===== config.mk =====
export PLATFORM = sky130hd
export DESIGN_NAME = jtag_pin_mux
export DESIGN_NICKNAME = d
export VERILOG_FILES = /design/src/rtl/jtag_pin_mux_pkg.sv /design/src/rtl/jtag_en_reg.sv /design/src/rtl/jtag_tdo_ctl.sv /design/src/rtl/jtag_pad_route.sv /design/src/rtl/jtag_pin_mux.sv
export SDC_FILE = /design/constraint.sdc
export NUM_CORES = 1
export LEC_CHECK = 0
export BUFFER_PORTS_ARGS = -buffer_cell sky130_fd_sc_hd__buf_2
export CAP_MARGIN = 20
export CORE_MARGIN = 10
export CORE_UTILIZATION = 26
export DETAILED_ROUTE_END_ITERATION = 7
export PLACE_DENSITY = 0.82
export SLEW_MARGIN = 5
export SYNTH_ARGS = -nofsm -noshare
export SYNTH_HDL_FRONTEND = slang
export SYNTH_SLANG_ARGS = --single-unit

===== constraint.sdc =====
create_clock -name clk_i -period 3.4 [get_ports clk_i]
set_input_delay 1.02 -clock clk_i [delete_from_list [all_inputs] [get_ports clk_i]]
set_output_delay 1.02 -clock clk_i [all_outputs]
set_load 0.02 [all_outputs]

===== src/rtl/jtag_pin_mux_pkg.sv =====
package jtag_pin_mux_pkg;
  localparam int unsigned NUM_PINS = 4;
  localparam int unsigned PIN_TMS  = 0;
  localparam int unsigned PIN_TCK  = 1;
  localparam int unsigned PIN_TDI  = 2;
  localparam int unsigned PIN_TDO  = 3;

  // Idle levels presented to the TAP while pins belong to GPIO
  localparam logic IDLE_TMS = 1'b1;
  localparam logic IDLE_TCK = 1'b0;
  localparam logic IDLE_TDI = 1'b0;
endpackage


===== src/rtl/jtag_en_reg.sv =====
module jtag_en_reg #(
  parameter int unsigned ADDR_W = 8,
  parameter int unsigned DATA_W = 8,
  parameter int unsigned OFFSET = 'hC7,
  parameter int unsigned EN_BIT = 0
) (
  input  logic              clk_i,
  input  logic              rst_ni,
  input  logic              wr_i,
  input  logic              rd_i,
  input  logic [ADDR_W-1:0] addr_i,
  input  logic [DATA_W-1:0] wdata_i,
  output logic [DATA_W-1:0] rdata_o,
  output logic              en_o
);
  localparam logic [ADDR_W-1:0] HIT_ADDR = ADDR_W'(OFFSET);

  logic hit;
  logic en_q;

  assign hit = (addr_i == HIT_ADDR);

  always_ff @(posedge clk_i or negedge rst_ni) begin
    if (!rst_ni)          en_q <= 1'b0;
    else if (wr_i && hit) en_q <= wdata_i[EN_BIT];
  end

  always_comb begin
    rdata_o = '0;
    if (rd_i && hit) rdata_o[EN_BIT] = en_q;
  end

  assign en_o = en_q;
endmodule


===== src/rtl/jtag_tdo_ctl.sv =====
module jtag_tdo_ctl (
  input  logic clk_i,
  input  logic rst_ni,
  input  logic jtag_on_i,
  input  logic cmd_i,
  input  logic stat_en_i,
  output logic tdo_oe_o,
  output logic stat_oe_o
);
  logic drv_q;

  // Set by a command while on; dropped as soon as on falls
  always_ff @(posedge clk_i or negedge rst_ni) begin
    if (!rst_ni) drv_q <= 1'b0;
    else         drv_q <= jtag_on_i & (drv_q | cmd_i);
  end

  assign tdo_oe_o  = jtag_on_i & drv_q;
  assign stat_oe_o = jtag_on_i & drv_q & stat_en_i;
endmodule


===== src/rtl/jtag_pad_route.sv =====
module jtag_pad_route
  import jtag_pin_mux_pkg::*;
(
  input  logic                jtag_on_i,
  input  logic                tdo_oe_i,
  input  logic                tap_tdo_i,
  input  logic [NUM_PINS-1:0] gpio_out_i,
  input  logic [NUM_PINS-1:0] gpio_oe_i,
  output logic [NUM_PINS-1:0] gpio_in_o,
  input  logic [NUM_PINS-1:0] pad_in_i,
  output logic [NUM_PINS-1:0] pad_out_o,
  output logic [NUM_PINS-1:0] pad_oe_o,
  output logic                tms_o,
  output logic                tck_o,
  output logic                tdi_o
);
  for (genvar p = 0; p < NUM_PINS; p++) begin : g_pin
    if (p == PIN_TDO) begin : g_tdo
      assign pad_out_o[p] = jtag_on_i ? tap_tdo_i : gpio_out_i[p];
      assign pad_oe_o[p]  = jtag_on_i ? tdo_oe_i  : gpio_oe_i[p];
    end else begin : g_in
      assign pad_out_o[p] = jtag_on_i ? 1'b0 : gpio_out_i[p];
      assign pad_oe_o[p]  = jtag_on_i ? 1'b0 : gpio_oe_i[p];
    end
    assign gpio_in_o[p] = jtag_on_i ? 1'b0 : pad_in_i[p];
  end

  assign tms_o = jtag_on_i ? pad_in_i[PIN_TMS] : IDLE_TMS;
  assign tck_o = jtag_on_i ? pad_in_i[PIN_TCK] : IDLE_TCK;
  assign tdi_o = jtag_on_i ? pad_in_i[PIN_TDI] : IDLE_TDI;
endmodule


===== src/rtl/jtag_pin_mux.sv =====
module jtag_pin_mux
  import jtag_pin_mux_pkg::*;
#(
  parameter int unsigned ADDR_W    = 8,
  parameter int unsigned DATA_W    = 8,
  parameter int unsigned EN_OFFSET = 'hC7
) (
  input  logic                clk_i,
  input  logic                rst_ni,
  input  logic                cfg_jtag_en_i,
  input  logic                cfg_stat_en_i,
  input  logic                lt_jtag_en_i,
  input  logic                bus_wr_i,
  input  logic                bus_rd_i,
  input  logic [ADDR_W-1:0]   bus_addr_i,
  input  logic [DATA_W-1:0]   bus_wdata_i,
  output logic [DATA_W-1:0]   bus_rdata_o,
  input  logic                tap_cmd_en_i,
  input  logic                tap_tdo_i,
  input  logic                tap_stat_i,
  input  logic                tap_err_i,
  output logic                jtag_on_o,
  output logic                jtag_tms_o,
  output logic                jtag_tck_o,
  output logic                jtag_tdi_o,
  input  logic [NUM_PINS-1:0] gpio_out_i,
  input  logic [NUM_PINS-1:0] gpio_oe_i,
  output logic [NUM_PINS-1:0] gpio_in_o,
  input  logic [NUM_PINS-1:0] pad_in_i,
  output logic [NUM_PINS-1:0] pad_out_o,
  output logic [NUM_PINS-1:0] pad_oe_o,
  output logic                stat_o,
  output logic                stat_oe_o,
  output logic                err_o,
  output logic                err_oe_o
);
  logic sw_en;
  logic jtag_on;
  logic tdo_oe;
  logic aux_oe;

  jtag_en_reg #(
    .ADDR_W (ADDR_W),
    .DATA_W (DATA_W),
    .OFFSET (EN_OFFSET),
    .EN_BIT (0)
  ) i_en_reg (
    .clk_i   (clk_i),
    .rst_ni  (rst_ni),
    .wr_i    (bus_wr_i),
    .rd_i    (bus_rd_i),
    .addr_i  (bus_addr_i),
    .wdata_i (bus_wdata_i),
    .rdata_o (bus_rdata_o),
    .en_o    (sw_en)
  );

  assign jtag_on = cfg_jtag_en_i | sw_en | lt_jtag_en_i;

  jtag_tdo_ctl i_tdo_ctl (
    .clk_i     (clk_i),
    .rst_ni    (rst_ni),
    .jtag_on_i (jtag_on),
    .cmd_i     (tap_cmd_en_i),
    .stat_en_i (cfg_stat_en_i),
    .tdo_oe_o  (tdo_oe),
    .stat_oe_o (aux_oe)
  );

  jtag_pad_route i_route (
    .jtag_on_i  (jtag_on),
    .tdo_oe_i   (tdo_oe),
    .tap_tdo_i  (tap_tdo_i),
    .gpio_out_i (gpio_out_i),
    .gpio_oe_i  (gpio_oe_i),
    .gpio_in_o  (gpio_in_o),
    .pad_in_i   (pad_in_i),
    .pad_out_o  (pad_out_o),
    .pad_oe_o   (pad_oe_o),
    .tms_o      (jtag_tms_o),
    .tck_o      (jtag_tck_o),
    .tdi_o      (jtag_tdi_o)
  );

  assign jtag_on_o = jtag_on;
  assign stat_o    = tap_stat_i;
  assign err_o     = tap_err_i;
  assign stat_oe_o = aux_oe;
  assign err_oe_o  = aux_oe;
endmodule


==> summary.md, run 1 <==
| Metric | Value |
|---|---|
| Ant. Diodes | 0 |
| IO Pins | 67 |
| Setup crit end kind | output port |
| CTS Buf Count | 3 |
| Routed WL | 1313 um |
| Final-report max-slew violation count | 0 |
| CORE AREA | 1269 um^2 |
| Hold_buf cts | 0 |
| CP Buf/Inv Count | 2 |
| Row count | 13 |
| Number of synthesized register bits | 2 |
| Ys Warns | 0 |
| Sw Ratio | 36.56% |
| Routed WL per cell | 12.63 um |
| Clk Tree Root Cell | clkbuf_4 |
| R2R depth | 3 |
| Storage cell area | 50.05 um^2 |
| Critical Path AT | 1.91 ns |
| H-tree levels | 1 |
| Leak pwr | 0.0003669 uW |
| Most used cell, CP | buf_2 |
| Comb pwr share | 46.1% |
| Clk network pwr share | 35.4% |
| Initial core utilization | 27.22% |
| Cell Area, Synth | 345.3 um^2 |
| Cell depth of the worst setup path | 4 |
| Average via count per standard cell | 3.990 |
| Gpl congestion | 0.6245 |
| Fmax | 0.3414 GHz |
| Vias | 415 |
| Hold Vio Cnt, Final | 0 |
| Slowest cell on crit path | mux2_2 |
| Power density cells | 255.2 nW/um^2 |
| Seq pwr share | 18.5% |
| Clk slew on worst S/H paths | 0.03 ns |
| Clock sink count | 2 |
| Layout area overhead | 67.03% |
| First-pass GRT wire length | 2111 um |
| Skew-Pair Late Insertion Delay | 0.22 ns |
| Status | completed |
| Nets | 130 |
| Number of detailed-route iterations in the first pass | 4 |
| Multi-input gate area | 230.2 um^2 |
| Fillers | 130 |
| Fin crit period | 2.929 ns |
| Mapped Cells | 42 |
| Layout cells sized above 1 | 65.17% |
| Setup crit start | lt_jtag_en_i |
| Pin count of the biggest net entering global routing | 13 |
| TNS Setup | 0 ns |
| CP Launch Type | input pin |
| Cell variety after synth | 17 |
| Pre-CTS setup slack | 0.4596 ns |
| Crit path kind | input pin to output port |
| Max incr delay on CP | 0.37 ns |
| Via count of the first global-routing pass | 486 |
| Post-CTS setup buffer count | 0 |
| Sw Pwr | 53.82 uW |
| Top Family by Delay on Critical Path | multiplexers |
| Worst vdd ir | 0.0001275 V |
| Final setup viols | 0 |
| Final clock skew | 0.001227 ns |
| Worst hold slack | 0.5327 ns |
| Initial antenna violation count | 0 |
| R2r endpoint | i_tdo_ctl.drv_q$_DFF_PN0_ |
| Mean Syn Cell Area | 8.222 um^2 |
| DRC Markers | 0 |
| Cts repair resizes | 0 |
| Worst setup path endpoint | pad_oe_o[3] |
| Dpl hpwl | 1237 um |
| Die Width | 56.45 um |
| GR Util All Layers | 7.948% |
| Total chip power | 147.2 uW |
| Die ar. | 3186 um^2 |
| TritonCTS clock tree | built |
| CP Cell Sequence | buf_2, nor3_4, mux2_2, buf_2 |
| Post-route ant nets | 0 |
| RSZ-0062 raised after global routing | false |
| Startpoint of the worst register-to-register path | i_en_reg.en_o$_DFFE_PN0P_ |
| Port bufs | 48 |
| Worst setup margin | 0.4708 ns |
| Initial DRC Count | 2 |
| Required time worst endpoint | 2.38 ns |
| Max-cap check violation count | 0 |
| Die height | 56.45 um |
| Reg2Reg Setup Slack | 2.32 ns |
| Final period util | 86.15% |
| Worst hold path class | register to register |
| Sequential share of the synthesized area | 14.49% |
| Max Root-Sink Buffers | 2 |
| Power Internal | 93.38 uW |
| Grt total ovfl | 0 |
| CP max FO | 6 |
worst register-to-register path, stage by stage (launching register included):
cell	delay [ns]
dfrtp_1	0.41
nor3_4	0.29
buf_4	0.21
nor2_1	0.06
cell type report:
| class | instances | area share, % |
|---|---|---|
| clock buffer | 3 | 3.905 |
| inverter | 2 | 1.302 |
| multi-input combinational | 33 | 39.91 |
| sequential | 2 | 8.677 |
| tap | 15 | 3.254 |
| timing repair buffer | 49 | 42.95 |
cells in the mapped netlist:
| cell type | n | area, um^2 |
|---|---|---|
| conb_1 | 1 | 3.750 |
| mux2_1 | 1 | 11.26 |
| nand4b_4 | 1 | 23.77 |
| nand2_1 | 1 | 3.750 |
| dfrtp_1 | 2 | 50.05 |
| nor2b_1 | 2 | 12.51 |
| nor2_1 | 3 | 11.26 |
| nor3_4 | 1 | 16.27 |
| clkbuf_2 | 1 | 5.000 |
| buf_4 | 10 | 75.07 |
| or2_2 | 1 | 6.260 |
| nor4_1 | 1 | 6.260 |
| inv_1 | 2 | 7.510 |
| and3_1 | 2 | 12.51 |
| and2_1 | 10 | 62.56 |
| mux2_2 | 2 | 22.52 |
| nor4b_2 | 1 | 15.01 |
sequential cells by signal, indices dropped and copies added (netlist names):
signal,count
i_en_reg.en_o,1
i_tdo_ctl.drv_q,1
worst min-delay path by stage:
| stage | startpoint | slack (ns) | endpoint | cells past startpoint |
|---|---|---|---|---|
| 2_1_floorplan | i_tdo_ctl.drv_q$_DFF_PN0_ | 0.47 | i_tdo_ctl.drv_q$_DFF_PN0_ | 2 |
| 3_3_place_gp | i_tdo_ctl.drv_q$_DFF_PN0_ | 0.52 | i_tdo_ctl.drv_q$_DFF_PN0_ | 2 |
| 3_5_place_dp | i_tdo_ctl.drv_q$_DFF_PN0_ | 0.54 | i_tdo_ctl.drv_q$_DFF_PN0_ | 2 |
| 4_1_cts | i_tdo_ctl.drv_q$_DFF_PN0_ | 0.55 | i_tdo_ctl.drv_q$_DFF_PN0_ | 2 |
| 5_1_grt | rst_ni | 0.57 | i_tdo_ctl.drv_q$_DFF_PN0_ | 1 |
| 6_report | i_tdo_ctl.drv_q$_DFF_PN0_ | 0.53 | i_tdo_ctl.drv_q$_DFF_PN0_ | 2 |
logic make-up (layout without fill, tap and decap cells):
kind of cell / Yosys count / after routing / synth area share [%]
AND/OR/NAND/NOR: 23 / 23 / 49.27
buffers and inverters: 13 / 54 / 25.36
multiplexers: 3 / 3 / 9.782
flip-flops: 2 / 2 / 14.49
other: 1 / 7 / 1.086
metal layers:
metal	GRT usage (%)	part of all wire (%)	wire length, um	up-vias
met1	6.650	29	379	170
met5	0	0	0	-
met4	5.155	1.4	19	0
li1	-	-	-	212
met2	13.79	52	679	31
met3	4.719	18	233	2
metrics by stage:
| stage | cells | instance area [um^2] | util (%) |
|---|---|---|---|
| 5_1_grt | 104 | 576.8 | 45.46 |
| 2_1_floorplan | 48 | 367.9 | - |
| 4_1_cts | 104 | 576.8 | 45.46 |
| 3_5_place_dp | 101 | 554.3 | 43.69 |
| 3_3_place_gp | 101 | 554.3 | 43.69 |
| 6_report | 104 | 576.8 | 45.46 |
cells in the final DEF (no fill, tap or decap):
cell	n
mux2_2	2
and2_1	10
nor4b_2	1
buf_4	1
inv_1	2
nand4b_4	1
nor4_1	1
nor3_4	1
nor2_1	3
conb_1	7
nor2b_1	2
or2_2	1
dfrtp_1	2
mux2_1	1
buf_2	48
nand2_1	1
clkbuf_4	3
and3_1	2
power by group through the flow:
stage,combinational (uW),sequential (uW),clock [uW]
floorplan,48.2,26.9,0
global placement,67.6,27.5,0
detailed placement,68.4,27.7,0
CTS,68.5,27.4,56.7
global route,74.6,27.6,56.0
finish,67.9,27.2,52.1
(Power assumes the default switching activity.)
==> run 2: changes to the inputs <==
--- a/config.mk
+++ b/config.mk
@@ -10,8 +10,8 @@
 export CORE_MARGIN = 10
 export CORE_UTILIZATION = 26
 export DETAILED_ROUTE_END_ITERATION = 7
+export MAX_ROUTING_LAYER = met4
 export PLACE_DENSITY = 0.82
-export SLEW_MARGIN = 5
 export SYNTH_ARGS = -nofsm -noshare
 export SYNTH_HDL_FRONTEND = slang
 export SYNTH_SLANG_ARGS = --single-unit
==> summary.md, run 2 (synthesis results as in run 1) <==
| Metric | Value |
|---|---|
| Number of detailed-route iterations in the first pass | 4 (unchanged) |
| GR Util All Layers | 8.153% (+0.21 points) |
| DRC Markers | 0 (unchanged) |
| Critical Path AT | 1.91 ns (about the same) |
| Setup crit end kind | output port |
| Fillers | 130 (unchanged) |
| CORE AREA | 1269 um^2 (unchanged) |
| Via count of the first global-routing pass | 486 (unchanged) |
| Leak pwr | 0.0003669 uW (unchanged) |
| Hold EP | i_tdo_ctl.drv_q$_DFF_PN0_ |
| Worst setup margin | 0.4708 ns (unchanged) |
| CP Buf/Inv Count | 2 (unchanged) |
| Pin count of the biggest net entering global routing | 13 (unchanged) |
| IO Pins | 67 (unchanged) |
| Final setup viols | 0 (unchanged) |
| Row count | 13 (unchanged) |
| Initial antenna violation count | 0 (unchanged) |
| Average via count per standard cell | 3.990 (unchanged) |
| Final period util | 86.15% (unchanged) |
| Routed WL | 1313 um (unchanged) |
| Power density cells | 255.2 nW/um^2 (unchanged) |
| Multi-input gate area | 230.2 um^2 (unchanged) |
| Die Width | 56.45 um (unchanged) |
| CP Launch Type | input pin |
| Startpoint of the worst register-to-register path | i_en_reg.en_o$_DFFE_PN0P_ |
| Worst vdd ir | 0.0001275 V (unchanged) |
| Fin util | 45.46% (unchanged) |
| Routed WL per cell | 12.63 um (unchanged) |
| Nets | 130 (unchanged) |
| Worst hold path class | register to register |
| Setup crit start | lt_jtag_en_i |
| Die height | 56.45 um (unchanged) |
| Vias | 415 (unchanged) |
| Most frequent cells in the layout | buf_2 (48), and2_1 (10), conb_1 (7), nor2_1 (3), clkbuf_4 (3) |
| R2r endpoint | i_tdo_ctl.drv_q$_DFF_PN0_ |
| First-pass GRT wire length | 2111 um (unchanged) |
| Max Root-Sink Buffers | 2 (unchanged) |
| Fmax | 0.3414 GHz (unchanged) |
| Max incr delay on CP | 0.37 ns (about the same) |
| Cts repair resizes | 0 (unchanged) |
| Layout area overhead | 67.03% (unchanged) |
| TritonCTS clock tree | built |
| Dpl hpwl | 1237 um (unchanged) |
| Clock sink count | 2 (unchanged) |
| Crit path kind | input pin to output port |
| Cell depth of the worst setup path | 4 (unchanged) |
| Most used cell, CP | buf_2 |
| Initial core utilization | 27.22% (unchanged) |
| RSZ-0062 raised after global routing | false |
| Port bufs | 48 (unchanged) |
| Max-cap check violation count | 0 (unchanged) |
| Power Internal | 93.38 uW (unchanged) |
| Clk Tree Root Cell | clkbuf_4 |
| Skew-Pair Late Insertion Delay | 0.22 ns (about the same) |
| Hold Vio Cnt, Final | 0 (unchanged) |
| Status | completed |
| CP max FO | 6 (unchanged) |
| Initial DRC Count | 2 (unchanged) |
| Seq pwr share | 18.5% (about the same) |
| Reg2Reg Setup Slack | 2.32 ns (about the same) |
| Ant. Diodes | 0 (unchanged) |
| CP Cell Sequence | buf_2, nor3_4, mux2_2, buf_2 |
| Layout cells sized above 1 | 65.17% (unchanged) |
| Grt total ovfl | 0 (unchanged) |
| Final clock skew | 0.001227 ns (-0.00000001000 ns) |
| Top Family by Delay on Critical Path | multiplexers |
| Required time worst endpoint | 2.38 ns (about the same) |
| Storage cell area | 50.05 um^2 (unchanged) |
| Slowest cell on crit path | mux2_2 |
| Gpl congestion | 0.6293 (+0.77%) |
| Final-report max-slew violation count | 0 (unchanged) |
| Design area | 576.8 um^2 (unchanged) |
| Clk network pwr share | 35.4% (about the same) |
| Hold Path Depth | 2 (unchanged) |
| H-tree levels | 1 (unchanged) |
| Most common cell after layout, fill and taps aside | buf_2 |
| Fin crit period | 2.929 ns (unchanged) |
| HP Start | i_tdo_ctl.drv_q$_DFF_PN0_ |
| Post-route ant nets | 0 (unchanged) |
| Comb pwr share | 46.1% (about the same) |
| TNS Setup | 0 ns (unchanged) |
| Clk slew on worst S/H paths | 0.03 ns (about the same) |
| Hold_buf cts | 0 (unchanged) |
| Sw Ratio | 36.56% (unchanged) |
| Post-CTS setup buffer count | 0 (unchanged) |
| CTS Buf Count | 3 (unchanged) |
| R2R depth | 3 (unchanged) |
| Die ar. | 3186 um^2 (unchanged) |
| Pre-CTS setup slack | 0.4596 ns (unchanged) |
| Sw Pwr | 53.82 uW (unchanged) |
| Placed inst area | 554.3 um^2 (unchanged) |
run 2: cell counts in the layout (fill, tap and decap cells not counted):
Identical to the previous run, type by type.
run 2: area by class of cell:
cell class	count	area share [%]
clock buffers	3	3.905
well taps	15	3.254
flip-flops and latches	2	8.677
multi-input cells	33	39.91
repair buffers	49	42.95
inverters	2	1.302
run 2: how the worst max path moves through the flow:
stage,to,slack (ns)
after floorplan,stat_oe_o,0.46
after global placement,pad_oe_o[3],0.48
after detailed placement,pad_oe_o[3],0.46
after CTS,pad_oe_o[3],0.46
after global routing,pad_oe_o[0],0.39
final,pad_oe_o[3],0.47
run 2: power groups by stage:
stage	registers [uW]	clock network, uW	logic, uW
finish	27.2	52.1	67.9
global route	27.6	56.0	74.6
CTS	27.4	56.7	68.5
detailed placement	27.7	0	68.4
global placement	27.5	0	67.6
floorplan	26.9	0	48.2
run 2: worst min-delay path, cell delays in order, from the launching register on:
cell	delay [ns]
dfrtp_1	0.36
nor2_1	0.05
nor2_1	0.08
run 2: per-stage QoR:
| step | hold slack (ns) | cells | total power (uW) |
|---|---|---|---|
| after floorplan | 0.4730 | 48 | 75.15 |
| after global placement | 0.5229 | 101 | 95.16 |
| after detailed placement | 0.5419 | 101 | 96.12 |
| after CTS | 0.5486 | 104 | 152.6 |
| after global routing | 0.5696 | 104 | 158.2 |
| final | 0.5327 | 104 | 147.2 |
run 2: per-layer routing:
| layer | GRT usage, % | up-vias | part of all wire, % |
|---|---|---|---|
| li1 | - | 212 | - |
| met1 | 6.775 | 170 | 29 |
| met2 | 13.79 | 31 | 52 |
| met3 | 4.494 | 2 | 17 |
| met4 | 5.155 | 0 | 1.4 |
| met5 | - | - | 0 |
==> run 3: changes to the inputs <==
--- a/config.mk
+++ b/config.mk
@@ -7,11 +7,13 @@
 export LEC_CHECK = 0
 export BUFFER_PORTS_ARGS = -buffer_cell sky130_fd_sc_hd__buf_2
 export CAP_MARGIN = 20
+export CELL_PAD_IN_SITES_DETAIL_PLACEMENT = 1
+export CELL_PAD_IN_SITES_GLOBAL_PLACEMENT = 2
 export CORE_MARGIN = 10
-export CORE_UTILIZATION = 26
+export CORE_UTILIZATION = 10
 export DETAILED_ROUTE_END_ITERATION = 7
 export MAX_ROUTING_LAYER = met4
-export PLACE_DENSITY = 0.82
+export PLACE_DENSITY = 0.81
 export SYNTH_ARGS = -nofsm -noshare
 export SYNTH_HDL_FRONTEND = slang
 export SYNTH_SLANG_ARGS = --single-unit
==> summary.md, run 3 (synthesis results as in run 1) <==
| Metric | Value |
|---|---|
| Status | completed |
| Initial antenna violation count | 0 (unchanged) |
| Met1 WL | 649 um (+69%) |
| Comb pwr share | 46.3% (+0.2 points) |
| Via count of the first global-routing pass | 518 (+6.6%) |
| Average via count per standard cell | 3.326 (-17%) |
| Initial core utilization | 10.35% (-17 points) |
| Layout cells sized above 1 | 65.17% (unchanged) |
| H-tree levels | 1 (unchanged) |
| Max-cap check violation count | 0 (unchanged) |
| Routed WL | 1629 um (+24%) |
| Clk Tree Root Cell | clkbuf_4 |
| First-pass GRT wire length | 2504 um (+19%) |
| Hold Vio Cnt, Final | 0 (unchanged) |
| Ant. Diodes | 0 (unchanged) |
| CTS Buf Count | 3 (unchanged) |
| Fin crit period | 2.932 ns (+0.002445 ns) |
| Worst vdd ir | 0.00009486 V (-26%) |
| Crit path kind | input pin to output port |
| Routed WL per cell | 12.07 um (-4.4%) |
| Clk slew on worst S/H paths | 0.03 ns (about the same) |
| Clk network pwr share | 35.2% (-0.2 points) |
| Die ar. | 6204 um^2 (+95%) |
| Seq pwr share | 18.5% (about the same) |
| Storage cell area | 50.05 um^2 (unchanged) |
| Final setup viols | 0 (unchanged) |
| Row count | 21 (+8) |
| DR WL met3 | 262 um (+15%) |
| Dpl hpwl | 1509 um (+22%) |
| CORE AREA | 3337 um^2 (+160%) |
| Slowest cell on crit path | mux2_2 |
| Clock sink count | 2 (unchanged) |
| Gpl congestion | 0.7596 (+21%) |
| Worst hold slack | 0.5557 ns (+0.02302 ns) |
| Pin count of the biggest net entering global routing | 13 (unchanged) |
| Power Internal | 93.43 uW (about the same) |
| Nets | 130 (unchanged) |
| Number of detailed-route iterations in the first pass | 4 (unchanged) |
| Final period util | 86.22% (about the same) |
| Most common cell after layout, fill and taps aside | buf_2 |
| DR top layer | met3 |
| DRC Markers | 0 (unchanged) |
| Fillers | 435 (+230%) |
| Die Width | 78.77 um (+40%) |
| Skew-Pair Late Insertion Delay | 0.22 ns (about the same) |
| Worst hold path class | register to register |
| TritonCTS clock tree | built |
| Total chip power | 148.9 uW (+1.1%) |
| CP Cell Sequence | buf_2, nor3_4, mux2_2, buf_2 |
| Multi-input gate area | 230.2 um^2 (unchanged) |
| Setup crit end kind | output port |
| Sw Ratio | 37.23% (+0.67 points) |
| GR Util All Layers | 5.193% (-3.0 points) |
| Port bufs | 48 (unchanged) |
| TNS Setup | 0 ns (unchanged) |
| Max incr delay on CP | 0.36 ns (about the same) |
| Most used cell, CP | buf_2 |
| Max Root-Sink Buffers | 2 (unchanged) |
| Fmax | 0.3411 GHz (about the same) |
| Vias | 449 (+8.2%) |
| CP max FO | 6 (unchanged) |
| Critical Path AT | 1.91 ns (about the same) |
| Most frequent cells in the layout | buf_2 (48), and2_1 (10), conb_1 (7), nor2_1 (3), clkbuf_4 (3) |
| Final clock skew | 0.002129 ns (+0.0009023 ns) |
| Sw Pwr | 55.42 uW (+3.0%) |
| Layout area overhead | 78.26% |
| Final-report max-slew violation count | 0 (unchanged) |
| Power density cells | 241.8 nW/um^2 (-5.2%) |
| Post-CTS setup buffer count | 0 (unchanged) |
| Post-route ant nets | 0 (unchanged) |
| Required time worst endpoint | 2.38 ns (about the same) |
| RSZ-0062 raised after global routing | false |
| CP Launch Type | input pin |
| Cts repair resizes | 0 (unchanged) |
| Leak pwr | 0.0003669 uW (unchanged) |
| Initial DRC Count | 10 (+8) |
| Hold_buf cts | 0 (unchanged) |
| Die height | 78.77 um (+40%) |
| IO Pins | 67 (unchanged) |
| Met2 wire len | 718 um (+5.7%) |
| Grt total ovfl | 0 (unchanged) |
## run 3: layout make-up
cell class                      count  area share (%)
Timing Repair Buffer               49           40.24
Sequential cell                     2           8.130
Multi-Input combinational cell     33           37.40
Tap cell                           46           9.350
Inverter                            2           1.220
Clock buffer                        3           3.659
## run 3: per-stage QoR
stage | worst slack [ns] | area [um^2] | instances | utilization (%)
after global placement | 0.4735 | 593.1 | 132 | 17.77
after floorplan | 0.4601 | 367.9 | 48 | -
final | 0.4684 | 615.6 | 135 | 18.45
after global routing | 0.3748 | 615.6 | 135 | 18.45
after CTS | 0.4439 | 615.6 | 135 | 18.45
after detailed placement | 0.4565 | 593.1 | 132 | 17.77
## run 3: worst max-delay path: cells and delay by family
kind	cells	cell delay, ns
buffers and inverters	2	0.27
multiplexers	1	0.36
AND/OR/NAND/NOR	1	0.25
## run 3: worst paths after layout
kind,from,end,slack (ns),cells after the start
min in group asynchronous,rst_ni,i_tdo_ctl.drv_q$_DFF_PN0_,0.58,1
worst max-delay path,lt_jtag_en_i,pad_out_o[3],0.47,4
worst max register to register,i_en_reg.en_o$_DFFE_PN0P_,i_tdo_ctl.drv_q$_DFF_PN0_,2.30,3
worst min register to register,i_tdo_ctl.drv_q$_DFF_PN0_,i_tdo_ctl.drv_q$_DFF_PN0_,0.56,2
max in group asynchronous,rst_ni,i_en_reg.en_o$_DFFE_PN0P_,2.73,1
worst min-delay path,i_tdo_ctl.drv_q$_DFF_PN0_,i_tdo_ctl.drv_q$_DFF_PN0_,0.56,2
## run 3: power by group through the flow
stage / logic (uW) / clock network [uW] / registers, uW
final: 68.9 / 52.4 / 27.5
after global placement: 68.1 / 0 / 27.7
after floorplan: 48.2 / 0 / 26.9
after global routing: 75.6 / 61.7 / 27.8
after detailed placement: 69.8 / 0 / 27.8
after CTS: 69.9 / 55.6 / 27.6
## run 3: routing by layer
layer | vias up | GRT usage, %
met2 | 39 | 7.730
met5 | - | -
met3 | 0 | 3.941
met4 | 0 | 1.613
met1 | 198 | 5.209
li1 | 212 | -
